`src/rtl/rxq_pkg.sv`:
```
package rxq_pkg;
  localparam logic [7:0] OFF_HOLD = 8'h0C;
  localparam logic [7:0] OFF_EN   = 8'h14;
  localparam logic [7:0] OFF_DIS  = 8'h18;
  localparam logic [7:0] OFF_MASK = 8'h1C;
  localparam logic [7:0] OFF_STAT = 8'h20;

  localparam int ST_READY = 0;
  localparam int ST_EMPTY = 1;
  localparam int ST_FULL  = 2;
  localparam int ST_CHUNK = 3;
  localparam int ST_UDR   = 4;
  localparam int ST_OVR   = 5;
  localparam int ST_W     = 6;
endpackage

```
`src/rtl/rxq_store.sv`:
```
module rxq_store #(
  parameter int DEPTH = 16,
  parameter int DW    = 32,
  localparam int PTR_W = (DEPTH > 1) ? $clog2(DEPTH) : 1,
  localparam int LVL_W = $clog2(DEPTH + 1)
) (
  input  logic             clk,
  input  logic             rst_n,
  input  logic             push,
  input  logic [DW-1:0]    push_data,
  input  logic             pop,
  output logic             push_ok,
  output logic             pop_ok,
  output logic [DW-1:0]    head,
  output logic [LVL_W-1:0] level
);
  logic [DW-1:0]    mem [DEPTH];
  logic [PTR_W-1:0] wr_ptr, rd_ptr, wr_ptr_nx, rd_ptr_nx;
  logic [LVL_W-1:0] level_nx;

  assign push_ok = push && (level != LVL_W'(DEPTH));
  assign pop_ok  = pop && (level != '0);
  assign head    = mem[rd_ptr];

  always_comb begin
    wr_ptr_nx = wr_ptr;
    rd_ptr_nx = rd_ptr;
    level_nx  = level;
    if (push_ok) wr_ptr_nx = (wr_ptr == PTR_W'(DEPTH - 1)) ? '0 : wr_ptr + 1'b1;
    if (pop_ok)  rd_ptr_nx = (rd_ptr == PTR_W'(DEPTH - 1)) ? '0 : rd_ptr + 1'b1;
    case ({push_ok, pop_ok})
      2'b10:   level_nx = level + 1'b1;
      2'b01:   level_nx = level - 1'b1;
      default: level_nx = level;
    endcase
  end

  always_ff @(posedge clk or negedge rst_n) begin
    if (!rst_n) begin
      wr_ptr <= '0;
      rd_ptr <= '0;
      level  <= '0;
    end else begin
      wr_ptr <= wr_ptr_nx;
      rd_ptr <= rd_ptr_nx;
      level  <= level_nx;
    end
  end

  for (genvar g = 0; g < DEPTH; g++) begin : g_slot
    logic slot_we;
    assign slot_we = push_ok && (wr_ptr == PTR_W'(g));
    always_ff @(posedge clk or negedge rst_n) begin
      if (!rst_n)       mem[g] <= '0;
      else if (slot_we) mem[g] <= push_data;
    end
  end
endmodule

```
`src/rtl/rxq_regs.sv`:
```
module rxq_regs #(
  parameter int DEPTH   = 16,
  parameter int DW      = 32,
  parameter int CHUNK_W = 4,
  localparam int LVL_W  = $clog2(DEPTH + 1),
  localparam int ST_W   = rxq_pkg::ST_W
) (
  input  logic             clk,
  input  logic             rst_n,
  input  logic [LVL_W-1:0] level,
  input  logic [CHUNK_W-1:0] chunk_size,
  input  logic             ovf_evt,
  input  logic             udf_evt,
  input  logic             rd_stat,
  input  logic             wr_en,
  input  logic             wr_dis,
  input  logic [ST_W-1:0]  wbits,
  input  logic             pop_ok,
  input  logic [DW-1:0]    head,
  output logic [ST_W-1:0]  status,
  output logic [ST_W-1:0]  mask_q,
  output logic             ovr_flag,
  output logic             udr_flag,
  output logic [DW-1:0]    last_q,
  output logic             chunk_hit
);
  import rxq_pkg::*;
  localparam int CMP_W = (LVL_W > CHUNK_W) ? LVL_W : CHUNK_W;

  logic [ST_W-1:0]  mask_nx;
  logic             ovr_nx, udr_nx;
  logic [CMP_W-1:0] eff_chunk;

  assign eff_chunk = (chunk_size == '0) ? CMP_W'(1) : CMP_W'(chunk_size);
  assign chunk_hit = CMP_W'(level) >= eff_chunk;

  always_comb begin
    status           = '0;
    status[ST_READY] = (level != '0);
    status[ST_EMPTY] = (level == '0);
    status[ST_FULL]  = (level == LVL_W'(DEPTH));
    status[ST_CHUNK] = chunk_hit;
    status[ST_UDR]   = udr_flag;
    status[ST_OVR]   = ovr_flag;
  end

  always_comb begin
    mask_nx = mask_q;
    if (wr_en)  mask_nx = mask_q | wbits;
    if (wr_dis) mask_nx = mask_q & ~wbits;
    ovr_nx = ovf_evt || (ovr_flag && !rd_stat);
    udr_nx = udf_evt || (udr_flag && !rd_stat);
  end

  always_ff @(posedge clk or negedge rst_n) begin
    if (!rst_n) begin
      mask_q   <= '0;
      ovr_flag <= 1'b0;
      udr_flag <= 1'b0;
      last_q   <= '0;
    end else begin
      mask_q   <= mask_nx;
      ovr_flag <= ovr_nx;
      udr_flag <= udr_nx;
      if (pop_ok) last_q <= head;
    end
  end
endmodule

```
`src/rtl/pcm_rx_queue.sv`:
```
module pcm_rx_queue #(
  parameter int DEPTH   = 16,
  parameter int CH_W    = 2,
  parameter int SMP_W   = 24,
  parameter int DW      = 32,
  parameter int CHUNK_W = 4,
  parameter int AW      = 8,
  localparam int LVL_W  = $clog2(DEPTH + 1),
  localparam int TAG_W  = DW - SMP_W
) (
  input  logic               clk,
  input  logic               rst_n,
  input  logic               smp_valid,
  input  logic [CH_W-1:0]    smp_chan,
  input  logic [SMP_W-1:0]   smp_data,
  input  logic [CHUNK_W-1:0] chunk_size,
  input  logic               bus_sel,
  input  logic               bus_wr,
  input  logic [AW-1:0]      bus_addr,
  input  logic [DW-1:0]      bus_wdata,
  output logic [DW-1:0]      bus_rdata,
  output logic               irq,
  output logic               dma_req
);
  import rxq_pkg::*;

  logic             rd_hold, rd_stat, wr_en, wr_dis;
  logic             push_ok, pop_ok, chunk_hit;
  logic             ovr_flag, udr_flag;
  logic [DW-1:0]    head, last_q, word_in, hold_val;
  logic [LVL_W-1:0] level;
  logic [ST_W-1:0]  status, mask_q;

  assign rd_hold = bus_sel && !bus_wr && (bus_addr == AW'(OFF_HOLD));
  assign rd_stat = bus_sel && !bus_wr && (bus_addr == AW'(OFF_STAT));
  assign wr_en   = bus_sel &&  bus_wr && (bus_addr == AW'(OFF_EN));
  assign wr_dis  = bus_sel &&  bus_wr && (bus_addr == AW'(OFF_DIS));
  assign word_in = {TAG_W'(smp_chan), smp_data};

  rxq_store #(.DEPTH(DEPTH), .DW(DW)) u_store (
    .clk(clk), .rst_n(rst_n),
    .push(smp_valid), .push_data(word_in), .pop(rd_hold),
    .push_ok(push_ok), .pop_ok(pop_ok), .head(head), .level(level)
  );

  rxq_regs #(.DEPTH(DEPTH), .DW(DW), .CHUNK_W(CHUNK_W)) u_regs (
    .clk(clk), .rst_n(rst_n),
    .level(level), .chunk_size(chunk_size),
    .ovf_evt(smp_valid && !push_ok), .udf_evt(rd_hold && !pop_ok),
    .rd_stat(rd_stat), .wr_en(wr_en), .wr_dis(wr_dis),
    .wbits(bus_wdata[ST_W-1:0]), .pop_ok(pop_ok), .head(head),
    .status(status), .mask_q(mask_q), .ovr_flag(ovr_flag), .udr_flag(udr_flag),
    .last_q(last_q), .chunk_hit(chunk_hit)
  );

  assign hold_val = (level != '0) ? head : last_q;
  assign irq      = |(status & mask_q);
  assign dma_req  = chunk_hit;

  always_comb begin
    bus_rdata = '0;
    if (bus_sel && !bus_wr) begin
      case (bus_addr)
        AW'(OFF_HOLD): bus_rdata = hold_val;
        AW'(OFF_MASK): bus_rdata = DW'(mask_q);
        AW'(OFF_STAT): bus_rdata = DW'(status);
        default:       bus_rdata = '0;
      endcase
    end
  end
endmodule

```
`config.mk`:
```
export PLATFORM = sky130hd
export DESIGN_NAME = pcm_rx_queue
export DESIGN_NICKNAME = d
export VERILOG_FILES = /design/src/rtl/rxq_pkg.sv /design/src/rtl/rxq_store.sv /design/src/rtl/rxq_regs.sv /design/src/rtl/pcm_rx_queue.sv
export SDC_FILE = /design/constraint.sdc
export NUM_CORES = 1
export LEC_CHECK = 0
export BUFFER_PORTS_ARGS = -buffer_cell sky130_fd_sc_hd__buf_2
export CORE_UTILIZATION = 50
export CTS_CLUSTER_SIZE = 25
export DETAILED_ROUTE_END_ITERATION = 7
export PLACE_DENSITY = 0.75
export RECOVER_POWER = 100
export SLEW_MARGIN = 20
export SYNTH_ARGS = -nofsm -noshare
export SYNTH_HDL_FRONTEND = slang
export SYNTH_SLANG_ARGS = --single-unit
```
`constraint.sdc`:
```
create_clock -name clk -period 3.8 [get_ports clk]
set_input_delay 0.38 -clock clk [delete_from_list [all_inputs] [get_ports clk]]
set_output_delay 0.38 -clock clk [all_outputs]
set_load 0.005 [all_outputs]
```
======== Word level (Yosys, flattened, before mapping) ========
Cells that the tools add are included.
word-level totals
  memories ................................ 0
  memory bits (read-only) ................. 0
  RAM bits ................................ 0
  bits in latches ......................... 0
  input bits .............................. 75
  output and inout bits ................... 34
  logic and storage cells ................. 112
  bits in registers ....................... 469
operators by class
  $lt $le $gt $ge ......................... 2
  bitwise operators ....................... 5
  equality and inequality tests ........... 25
  add/sub/neg operators ................... 4
  shift-type cells ........................ 0
  divide/modulo/power cells ............... 0
  mux-type cells .......................... 12
  multipliers ............................. 0
  reductions and logical operators ........ 41
operators by type and width
  cell                                                      count
  binary-select mux 32 bit (select 4 bit)                   1
  two-way mux 32 bit                                        4
  case mux 32 bit (3 select lines)                          1
  equality test 4 bit, second input constant                9
  logical AND 1 bit                                         28
  equality test 8 x 5 -> 1 bit, second input constant       3
  equality test 4 x 3 -> 1 bit, second input constant       4
  bitwise AND 6 bit                                         2
  two-way mux 4 bit                                         3
  two-way mux 6 bit                                         2
  case mux 5 bit (2 select lines)                           1
  adder 4 x 1 -> 4 bit, second input constant               2
  equality test 4 x 2 -> 1 bit, second input constant       2
  equality test 8 x 4 -> 1 bit, second input constant       1
  equality test 8 x 6 -> 1 bit, second input constant       1
  zero test 4 bit                                           2
  inverter 6 bit                                            1
  bitwise OR 6 bit                                          1
  OR reduction 6 bit                                        1
  adder 5 x 1 -> 5 bit, second input constant               1
  equality test 5 bit, second input constant                1
  greater-or-equal comparator 5 bit                         1
  greater-or-equal comparator 5 bit, second input constant  1
  zero test 5 bit                                           1
  10 further kinds                                          15

======== Depth between registers and ports, before layout ========
Gate-level depths: netlist of run 1.
  word-level depth ........................ 7
  gate-level depth with buffers ........... 13
  depth with buffers taken out ............ 12

======== Modules after synthesis ========
From an unflattened synthesis of run 1, not the netlist that was laid out.
second synthesis, totals
  cells, all modules ...................... 1864
  area total of the unflattened synthesis .. 26515.4 µm²
by module, submodules not included
  module        area an instance (µm²)  instances  sequential area each (µm²)  cells each
  rxq_store     23999.3                 1          13137.6                     1611
  rxq_regs      1654.1                  1          1001.0                      113
  pcm_rx_queue  862.1                   1          0.0                         140

======== Worst setup path before layout of run 1 ========
No wires, ideal clock.
  path type ............................... in2reg
  start ................................... in bus_addr[1]
  end ..................................... reg u_store.level[4]
  path buffers ............................ 1
  required time ........................... 3.721 ns
  setup time .............................. 0.079 ns
  stages on the path ...................... 13
  slack ................................... 1.031 ns
  data arrival time ....................... 2.690 ns
  cell sequence ........................... nor4_1 > nand4b_1 > nand2b_1 > buf_2 > inv_1 > ha_1 > inv_1 > fa_1 > nor2b_1 > o21ai_0 > and3_1 > nor3_1 > xor2_1
on the way
  longest elaborated chain between the ends .. 5
  elaborated cells between the ends (all ways) .. 7
  those cells by class .................... eq/ne (3); mux (1); reduce/logical (3)
RTL lines
  what                                                                   line                text
  start, declared                                                        pcm_rx_queue.sv:19  input logic [AW-1:0] bus_addr,
  equality test 8 x 4 -> 1 bit (*)                                       pcm_rx_queue.sv:34  assign rd_hold = bus_sel && !bus_wr && (bus_addr == AW'(OFF_HOLD));
  logical AND 1 bit (*)                                                  pcm_rx_queue.sv:34
  logical AND 1 bit (*)                                                  rxq_store.sv:22     assign pop_ok = pop && (level != '0);
  named net pop_ok                                                       pcm_rx_queue.sv:28  logic push_ok, pop_ok, chunk_hit;
  equality test 2 x 1 -> 1 bit or equality test 2 bit (tied branches)    rxq_store.sv:31     case ({push_ok, pop_ok})
  case mux 5 bit (2 select lines) or nonzero test 2 bit (tied branches)  n/a
  end signal, assigned                                                   rxq_store.sv:46     level <= level_nx;
  end, declared                                                          rxq_store.sv:15     output logic [LVL_W-1:0] level
The timed path passes the listed nets; every way through them passes the cells marked *.
A chain may end at the register's enable or synchronous reset.

======== Final worst setup path of run 1 ========
  start ................................... reg u_store.level[1]
  end ..................................... out bus_rdata[12]
on the way
  longest elaborated chain between the ends .. 4
RTL lines
  what                              line                text
  nonzero test 5 bit                pcm_rx_queue.sv:56  assign hold_val = (level != '0) ? head : last_q;
  two-way mux 32 bit                pcm_rx_queue.sv:56
  case mux 32 bit (3 select lines)  pcm_rx_queue.sv:63  case (bus_addr)
  two-way mux 32 bit                pcm_rx_queue.sv:62  if (bus_sel && !bus_wr) begin
  end, declared                     pcm_rx_queue.sv:21  output logic [DW-1:0] bus_rdata,
No other way between the ends.

==> results of run 1 <==
## power by group through the flow
stage	Combinational [mW]	Clock (mW)	Sequential, mW
4_1_cts	4.28	4.98	8.02
2_1_floorplan	3.57	0	7.69
5_1_grt	4.52	5.15	8.28
3_3_place_gp	4.06	0	7.92
3_5_place_dp	4.26	0	8.09
6_report	4.15	4.89	8.04
## path summary, 6_finish.rpt
path / from / end / cells after the start
worst max-delay path: u_store.level[1]$_DFFE_PN0P_ / bus_rdata[12] / 6
worst min-delay path: bus_wdata[3] / flip-flop / 2
worst max register to register: u_store.level[1]$_DFFE_PN0P_ / u_store.mem[326]$_DFFE_PN0P_ / 5
worst min register to register: u_regs.last_q[25]$_DFFE_PN0P_ / u_regs.last_q[25]$_DFFE_PN0P_ / 1
max in group asynchronous: rst_n / u_store.mem[149]$_DFFE_PN0P_ / 3
min in group asynchronous: rst_n / u_store.mem[421]$_DFFE_PN0P_ / 2
## logic make-up (layout without fill, tap and decap cells)
| group | after synthesis | count (layout) | share of synthesized area (%) |
|---|---|---|---|
| buf+inv | 131 | 219 | 3.48 |
| fa+ha+maj | 14 | 14 | 0.852 |
| flops | 463 | 463 | 54.0 |
| simple gates | 83 | 83 | 2.70 |
| other cells | 1 | 6 | 0.0175 |
| compound gates | 186 | 186 | 6.00 |
| mux | 534 | 534 | 32.7 |
| xor+xnor | 6 | 6 | 0.245 |
## layer usage
layer / track usage [%] / up-vias / wire length (µm)
met3: 3.41 / 84 / 2270
met4: 6.57 / 2 / 1300
met1: 30.6 / 6618 / 20600
met5: 0 / - / 9
met2: 38.0 / 288 / 23900
li1: - / 5401 / -
## placed cells by master (no fill, tap or decap), drive strengths merged, types with 2 or more instances in the layout
cell type / Yosys / routed
nor4: 3 / 3
and3b: 2 / 2
nor2b: 6 / 6
nand3: 10 / 10
mux2i: 21 / 21
a31oi: 7 / 7
buf: 70 / 87
nand4: 6 / 6
xor2: 3 / 3
a221o: 6 / 6
a22oi: 46 / 46
and2: 3 / 3
a22o: 7 / 7
dlygate4sd3: 0 / 5
a21o: 49 / 49
clkbuf: 49 / 89
nor2: 5 / 5
mux2: 423 / 423
dfrtp: 463 / 463
clkinv: 0 / 16
clkinvlp: 0 / 4
xnor2: 3 / 3
and3: 2 / 2
a21oi: 34 / 34
nand2b: 10 / 10
a211oi: 15 / 15
mux4: 90 / 90
conb: 1 / 6
ha: 13 / 13
nor3b: 3 / 3
o21ai: 19 / 19
nand2: 29 / 29
inv: 12 / 12
bufinv: 0 / 6
## area by class of cell
| class | count | area share [%] |
|---|---|---|
| clock buffer | 63 | 5.73 |
| clock inverter | 26 | 1.27 |
| inverter | 12 | 0.190 |
| multi-input combinational | 829 | 38.0 |
| sequential | 463 | 48.8 |
| tap | 539 | 2.84 |
| timing repair buffer | 118 | 3.19 |
## synthesized netlist by cell type (all sizes together), types with 2 or more instances
master | number | area share, %
mux2 | 423 | 22
ha | 13 | 0.76
a221o | 6 | 0.28
a31oi | 7 | 0.20
nand2 | 29 | 1.0
nor2 | 5 | 0.088
nand3 | 10 | 0.23
and3b | 2 | 0.082
and3 | 2 | 0.058
xor2 | 3 | 0.12
nand2b | 10 | 0.29
nor3b | 3 | 0.16
clkbuf | 49 | 0.88
a22oi | 46 | 1.6
mux2i | 21 | 0.98
o21ai | 19 | 0.44
mux4 | 90 | 9.5
a211oi | 15 | 0.53
dfrtp | 463 | 54
a22o | 7 | 0.29
and2 | 3 | 0.088
buf | 70 | 2.4
nand4 | 6 | 0.26
nor2b | 6 | 0.18
a21o | 49 | 1.7
a21oi | 34 | 0.79
xnor2 | 3 | 0.12
inv | 12 | 0.21
nor4 | 3 | 0.12
## registers in the layout, indices dropped and copies added, names as in the netlist, named ones only
name / count
u_regs.last_q: 26
u_store.wr_ptr: 4
u_store.rd_ptr: 4
u_store.mem: 416
u_store.level: 5
u_regs.ovr_flag: 1
u_regs.udr_flag: 1
## per-stage QoR
stage / setup slack [ns] / instance area [µm²]
3_3_place_gp: 0.685 / 22200
2_1_floorplan: 1.03 / 21500
4_1_cts: 0.319 / 24000
3_5_place_dp: 0.540 / 22200
5_1_grt: 0.110 / 23700
6_report: 0.267 / 23700
==> results.yml, run 1 <==
worst_setup_path:
  crit_fanout: 22
  reg2reg_slack_ns: 0.46
  start_kind: "flip-flop"
  arrival_ns: 3.15
  endpoint_kind: "output port"
  crit_family: "simple AND/OR/NAND/NOR gates"
  crit_slowest_cell: "nor2_4"
  cp.required_ns: 3.42
  crit_type: "flip-flop to output port"
  crit_chain: "nor4_2 > nand2b_1 > nor2_4 > clkbuf_1 > a21o_1 > buf_2"
  critPathMaxStageDelay_ns: 0.75
  critPathBufInv: 2
routing:
  wl_per_cell_um: 23.4
  first_iter_violations: 860
  drc: 0
  wl_mm: 48.1
  final_antenna_net_count: 0
  viasPerCell: 6.05
  first_pass_iters: 7
  num_vias: 12393
synth:
  ys_warn_count: 0
  ys_types: 49
  synth_ff_type: "dfrtp_1"
  synth-seq-area-share_pct: 54.0
  synth_edf_count: 0
  ys_ff_latch: 463
  syn-instance-count: 1418
  synth.avg_cell_area_um2: 15.1
  async_flop_share_pct: 100
  syn_area_um2: 21400
floorplanning:
  io_pins: 109
  die_x_um: 209
  dieArea_um2: 43700
  start_util_pct: 50.9
  fp-row-count: 75
  design.core.area_um2: 42100
  die_h_um: 209
global_route:
  grt_pass1_vias: 13089
  grt_max_degree: 97
  grt_first_pass_wirelength_mm: 76.5
  grt.overflow.total: 0
  antenna_found_initial: 1
  grt_usage_pct: 22.6
final_layout:
  layout-drive-gt1-share_pct: 45.7
  n_antenna_cell: 0
  nets: 1561
  final_cell_count_no_fill: 2050
  multi_input_area_um2: 9010
  area_delta_synth_final_pct: 10.8
  final_core_util_pct: 56.4
  register_area_um2: 11600
  n_fill_cell: 3286
run_status:
  violations: "max-capacitance violations, max-slew violations"
  outcome: "finished, violations left"
power:
  switching_share_pct: 26.5
  power.leakage_nw: 10.9
  p_total_mw: 17.1
  ir_worst_vdd_mv: 0.328
  p_seq_share_pct: 47.0
  p_switching_mw: 4.52
  p_clk_share_pct: 28.6
  p_per_area_nw_per_um2: 720
  internal-power_mw: 12.6
  p_comb_share_pct: 24.3
sta:
  fin_crit_sh_pct: 93.0
  max_slew_margin_pct: -49.0
  fmax_mhz: 283
  grt_setup_unrepaired: "false"
  skew_ns: 0.0127
  period_minus_slack_ns: 3.53
  finalHoldViolCount: 0
  setup_violations: 0
  max_slew.worst_pin.slew_ns: 2.23
  fin_tns_setup_ns: 0
  whs_ns: 0.0261
  slew_violations: 300
place:
  place_hpwl_mm: 28.9
  place_congestion: 0.827
  placedCellCount: 1956
  port_buffers: 76
clock_tree:
  cts_tree: "yes"
  postCtsHoldBufs: 5
  clock-sinks: 463
  cts_resized: 0
  cts_setup_buffers: 0
  h-tree-depth: 2
  clockRootBuffer: "clkbuf_16"
  cts_buffers: 48
  clkLatencyLatePin_ns: 0.57
  clkTransAtPathRegs_ns: 0.06
  cts.path.max_buffers: 3
worst_hold_path:
  hp-class: "input pin to flip-flop"
job:
  cap_violations: 9
Note: power is estimated with default switching activity, not from simulation.
==> run 2, diff against run 1 <==
- clock period: 3.8 -> 4.1 ns (I/O delays scaled with it)
==> results.yml, run 2 (same netlist as run 1, synthesis figures left out) <==
run_status:
  outcome: "finished, violations left"
  violations: "max-capacitance violations, max-slew violations"
worst_setup_path:
  rr_endpoint: "u_store.mem[385]$_DFFE_PN0P_"
  r2r-start: "u_store.level[1]$_DFFE_PN0P_"
  r2r_cells: 5
  critPathMaxStageDelay_ns: 1.00
  start_kind: "flip-flop"
  crit_chain: "and2_0 > buf_4 > a22oi_1 > a21oi_1 > a221o_1 > clkbuf_1"
  critPathBufInv: 2
  reg2reg_slack_ns: 0.47
  crit_fanout: 26
  crit_type: "flip-flop to output port"
  crit_family: "flip-flops"
  arrival_ns: 3.38
  endpoint_kind: "output port"
  crit_slowest_cell: "dfrtp_1"
  cp.required_ns: 3.69
final_layout:
  multi_input_area_um2: 9110
  register_area_um2: 11600
  largest_register_ffs: 416
  fin_area_um2: 23600
  n_fill_cell: 3247
  final_cell_count_no_fill: 2034
  final_cell_mix: "dfrtp_1, mux2_2, mux4_2"
  area_delta_synth_final_pct: 10.3
  reg_top3: "u_store.mem (416), u_regs.last_q (26), u_store.level (5)"
  nets: 1548
  layout-drive-gt1-share_pct: 46.6
  final_core_util_pct: 56.1
  layout_commonest_cell: "dfrtp_1"
  n_antenna_cell: 0
  regMostFlops: "u_store.mem"
routing:
  first_iter_violations: 941
  first_pass_iters: 7
  wl_per_cell_um: 23.7
  num_vias: 12216
  wl_mm: 48.2
  final_antenna_net_count: 0
  viasPerCell: 6.01
  drc: 0
place:
  placedCellCount: 1947
  port_buffers: 76
  place_hpwl_mm: 27.8
  placed_cell_area_um2: 22200
  post-place-ws_ns: 0.897
  place_congestion: 0.827
clock_tree:
  cts_resized: 0
  cts_buffers: 47
  postCtsHoldBufs: 0
  clkLatencyLatePin_ns: 0.57
  cts_tree: "yes"
  clock-sinks: 463
  cts_setup_buffers: 0
  clkTransAtPathRegs_ns: 0.06
  clockRootBuffer: "clkbuf_16"
  h-tree-depth: 2
  cts.path.max_buffers: 3
power:
  ir_worst_vdd_mv: 0.343
  p_comb_share_pct: 24.9
  p_seq_share_pct: 47.9
  switching_share_pct: 27.0
  internal-power_mw: 11.4
  p_total_mw: 15.6
  p_switching_mw: 4.21
  p_per_area_nw_per_um2: 660
  p_clk_share_pct: 27.2
  power.leakage_nw: 10.8
sta:
  grt_setup_unrepaired: "false"
  max_slew.worst_pin.slew_ns: 2.67
  max_slew_margin_pct: -78.1
  period_minus_slack_ns: 3.79
  setup_violations: 0
  setup_slack_ns: 0.313
  skew_ns: 0.0163
  fin_crit_sh_pct: 92.4
  slew_violations: 42
  fin_tns_setup_ns: 0
  fmax_mhz: 264
  finalHoldViolCount: 0
  whs_ns: 0.0464
global_route:
  grt_max_degree: 129
  grt_pass1_vias: 13095
  grt_usage_pct: 22.7
  grt_first_pass_wirelength_mm: 76.5
  antenna_found_initial: 1
  grt.overflow.total: 0
floorplanning:
  start_util_pct: 50.9
  io_pins: 109
  die_x_um: 209
  dieArea_um2: 43700
  die_h_um: 209
  design.core.area_um2: 42100
  fp-row-count: 75
job:
  cap_violations: 2
worst_hold_path:
  hp-class: "input pin to flip-flop"
  holdPathStages: 2
  min_from: "bus_wdata[3]"
-- run 2: routing by layer --
metal / track usage [%] / share of wire, % / vias to the layer above
li1: - / - / 5376
met1: 29.7 / 42 / 6501
met2: 39.0 / 51 / 254
met3: 3.47 / 4.0 / 83
met4: 7.12 / 2.4 / 2
met5: 0 / 0.025 / -
-- run 2: layout make-up --
type / instances / area share (%)
well taps: 539 / 2.85
inverters: 12 / 0.191
clock buffers: 69 / 5.84
multi-input cells: 829 / 38.5
repair buffers: 106 / 2.88
flip-flops and latches: 463 / 49.0
clock inverters: 16 / 0.656
-- run 2: power by group through the flow --
stage               registers (mW)  logic (mW)  clock network, mW
global route                  7.68        4.21               4.50
global placement              7.35        3.75                  0
CTS                           7.44        3.96               4.32
floorplan                     7.13        3.30                  0
detailed placement            7.50        3.94                  0
finish                        7.47        3.89               4.24
-- run 2: worst max path at each step --
| stage | startpoint | end | slack (ns) | cells after the start |
|---|---|---|---|---|
| floorplan | bus_addr[1] | u_store.level[4]$_DFFE_PN0P_ | 1.30 | 13 |
| global placement | bus_addr[1] | u_store.level[4]$_DFFE_PN0P_ | 0.98 | 13 |
| detailed placement | bus_addr[1] | u_store.level[4]$_DFFE_PN0P_ | 0.90 | 13 |
| CTS | u_store.rd_ptr[1]$_DFFE_PN0P_ | bus_rdata[9] | 0.39 | 7 |
| global route | rst_n | u_regs.last_q[6]$_DFFE_PN0P_ | 0.15 | 4 |
| finish | u_store.rd_ptr[3]$_DFFE_PN0P_ | bus_rdata[5] | 0.31 | 6 |
==> run 3, diff against run 2 <==
- PLACE_DENSITY: 0.75 -> 0.78
- clock period: 4.1 -> 3.3 ns (I/O delays scaled with it)
==> results.yml, run 3 (same netlist as run 1, synthesis figures left out) <==
worst_setup_path:
  start_kind: "flip-flop"
  endpoint_kind: "output port"
  crit_chain: "nor4_4 > nand2b_1 > nand2b_2 > buf_6 > buf_6 > a211oi_1 > buf_4 > a21o_1 > clkbuf_1"
  crit_type: "flip-flop to output port"
  arrival_ns: 2.83
  crit_slowest_cell: "dfrtp_1"
  critPathMaxStageDelay_ns: 0.46
  crit_path_frequent_cell: "buf_6"
  cp.required_ns: 2.97
  crit_fanout: 35
final_layout:
  final_cell_count_no_fill: 2057
  reg_top3: "u_store.mem (416), u_regs.last_q (26), u_store.level (5)"
  layout-drive-gt1-share_pct: 46.9
  final_cell_mix: "dfrtp_1, mux2_2, mux4_2"
  largest_register_ffs: 416
  layout_commonest_cell: "dfrtp_1"
  n_fill_cell: 3207
  area_delta_synth_final_pct: 11.1
  regMostFlops: "u_store.mem"
  fin_area_um2: 23800
  nets: 1570
place:
  placed_cell_area_um2: 22400
  place_hpwl_mm: 29.0
  place_congestion: 0.837
  post-place-ws_ns: 0.119
  port_buffers: 76
  placedCellCount: 1964
clock_tree:
  h-tree-depth: 2
  clkLatencyLatePin_ns: 0.56
  clkTransAtPathRegs_ns: 0.06
  cts_tree: "yes"
  cts_buffers: 46
  clockRootBuffer: "clkbuf_16"
  clock-sinks: 463
  cts.path.max_buffers: 3
routing:
  final_antenna_net_count: 0
  viasPerCell: 6.12
  drc: 0
  wl_per_cell_um: 24.0
  wl_mm: 49.4
  first_pass_iters: 5
  num_vias: 12599
  first_iter_violations: 974
sta:
  max_slew_margin_pct: -35.2
  grt_setup_unrepaired: "false"
  setup_violations: 0
  max_slew.worst_pin.slew_ns: 2.03
  slew_violations: 72
  setup_slack_ns: 0.141
  period_minus_slack_ns: 3.16
  fmax_mhz: 317
  skew_ns: 0.0179
  fin_crit_sh_pct: 95.7
  fin_tns_setup_ns: 0
  finalHoldViolCount: 0
  whs_ns: 0.0281
global_route:
  grt_first_pass_wirelength_mm: 78.6
  grt_usage_pct: 23.5
  grt.overflow.total: 0
  antenna_found_initial: 2
  grt_pass1_vias: 13449
  grt_max_degree: 75
worst_hold_path:
  hp-class: "input pin to flip-flop"
run_status:
  violations: "max-capacitance violations, max-slew violations"
  outcome: "finished, violations left"
floorplanning:
  io_pins: 109
  die_h_um: 209
  fp-row-count: 75
  dieArea_um2: 43700
  start_util_pct: 50.9
  die_x_um: 209
  design.core.area_um2: 42100
power:
  power.leakage_nw: 10.9
  ir_worst_vdd_mv: 0.321
  p_per_area_nw_per_um2: 819
job:
  cap_violations: 1
-- run 3: cell count changes in the layout (fill, tap and decap cells not counted), moves of 4 or more --
cell	change
clkbuf_2	+6
dlygate4sd3_1	+6
buf_4	+5
nand2_2	+4
-- run 3: routing by layer --
metal	global-route usage (%)	part of all wire [%]
met5	0	0.020
met1	31.2	42
met3	4.04	5.0
met4	7.33	2.7
met2	39.4	50
-- run 3: path summary, 6_finish.rpt --
kind                            cells after the start  slack (ns)                          start                             to
worst max register to register                      6        0.19   u_store.level[1]$_DFFE_PN0P_   u_store.mem[424]$_DFFE_PN0P_
worst max-delay path                                9        0.14   u_store.level[1]$_DFFE_PN0P_                   bus_rdata[9]
max in group asynchronous                           3        0.61                          rst_n   u_store.mem[182]$_DFFE_PN0P_
worst min-delay path                                2        0.03                      smp_valid      u_regs.ovr_flag$_DFF_PN0_
worst min register to register                      1        0.48  u_regs.last_q[19]$_DFFE_PN0P_  u_regs.last_q[19]$_DFFE_PN0P_
min in group asynchronous                           2        0.86                          rst_n   u_store.mem[450]$_DFFE_PN0P_
-- run 3: what timing repair did --
item                                    in CTS  in global routing
setup buffers                                1                  0
hold buffers                                 7                  0
endpoints found under the hold margin       71                  0
endpoints found under the setup margin       9                  5
gates resized for setup                      2                  3
-- run 3: cell type report --
class                      instances  area (µm²)  area share [%]
antenna                            1        2.50          0.0105
clock buffer                      71        1430            6.00
clock inverter                    13         145           0.609
inverter                          12        45.0           0.189
multi-input combinational        829        9060            38.0
sequential                       463       11600            48.7
tap                              539         674            2.83
timing repair buffer             129         872            3.66
-- run 3: per-stage QoR --
step	power [mW]	util, %
3_3_place_gp	13.8	53.1
4_1_cts	19.7	57.1
2_1_floorplan	13.0	-
6_report	19.5	56.5
5_1_grt	20.5	56.5
3_5_place_dp	14.3	53.1
-- run 3: where the power goes --
| part | internal (mW) | total, mW | switching [mW] |
|---|---|---|---|
| clock | 3.21 | 5.37 | 2.16 |
| combinational | 3.06 | 4.86 | 1.80 |
| sequential | 8.05 | 9.28 | 1.24 |
| total | 14.3 | 19.5 | 5.20 |
-- run 3: critical path, delay by kind of cell, from the launching register on --
family          cells  cell delay (ns)
buf+inv             4             0.90
simple gates        3             0.67
flops               1             0.46
compound gates      2             0.22
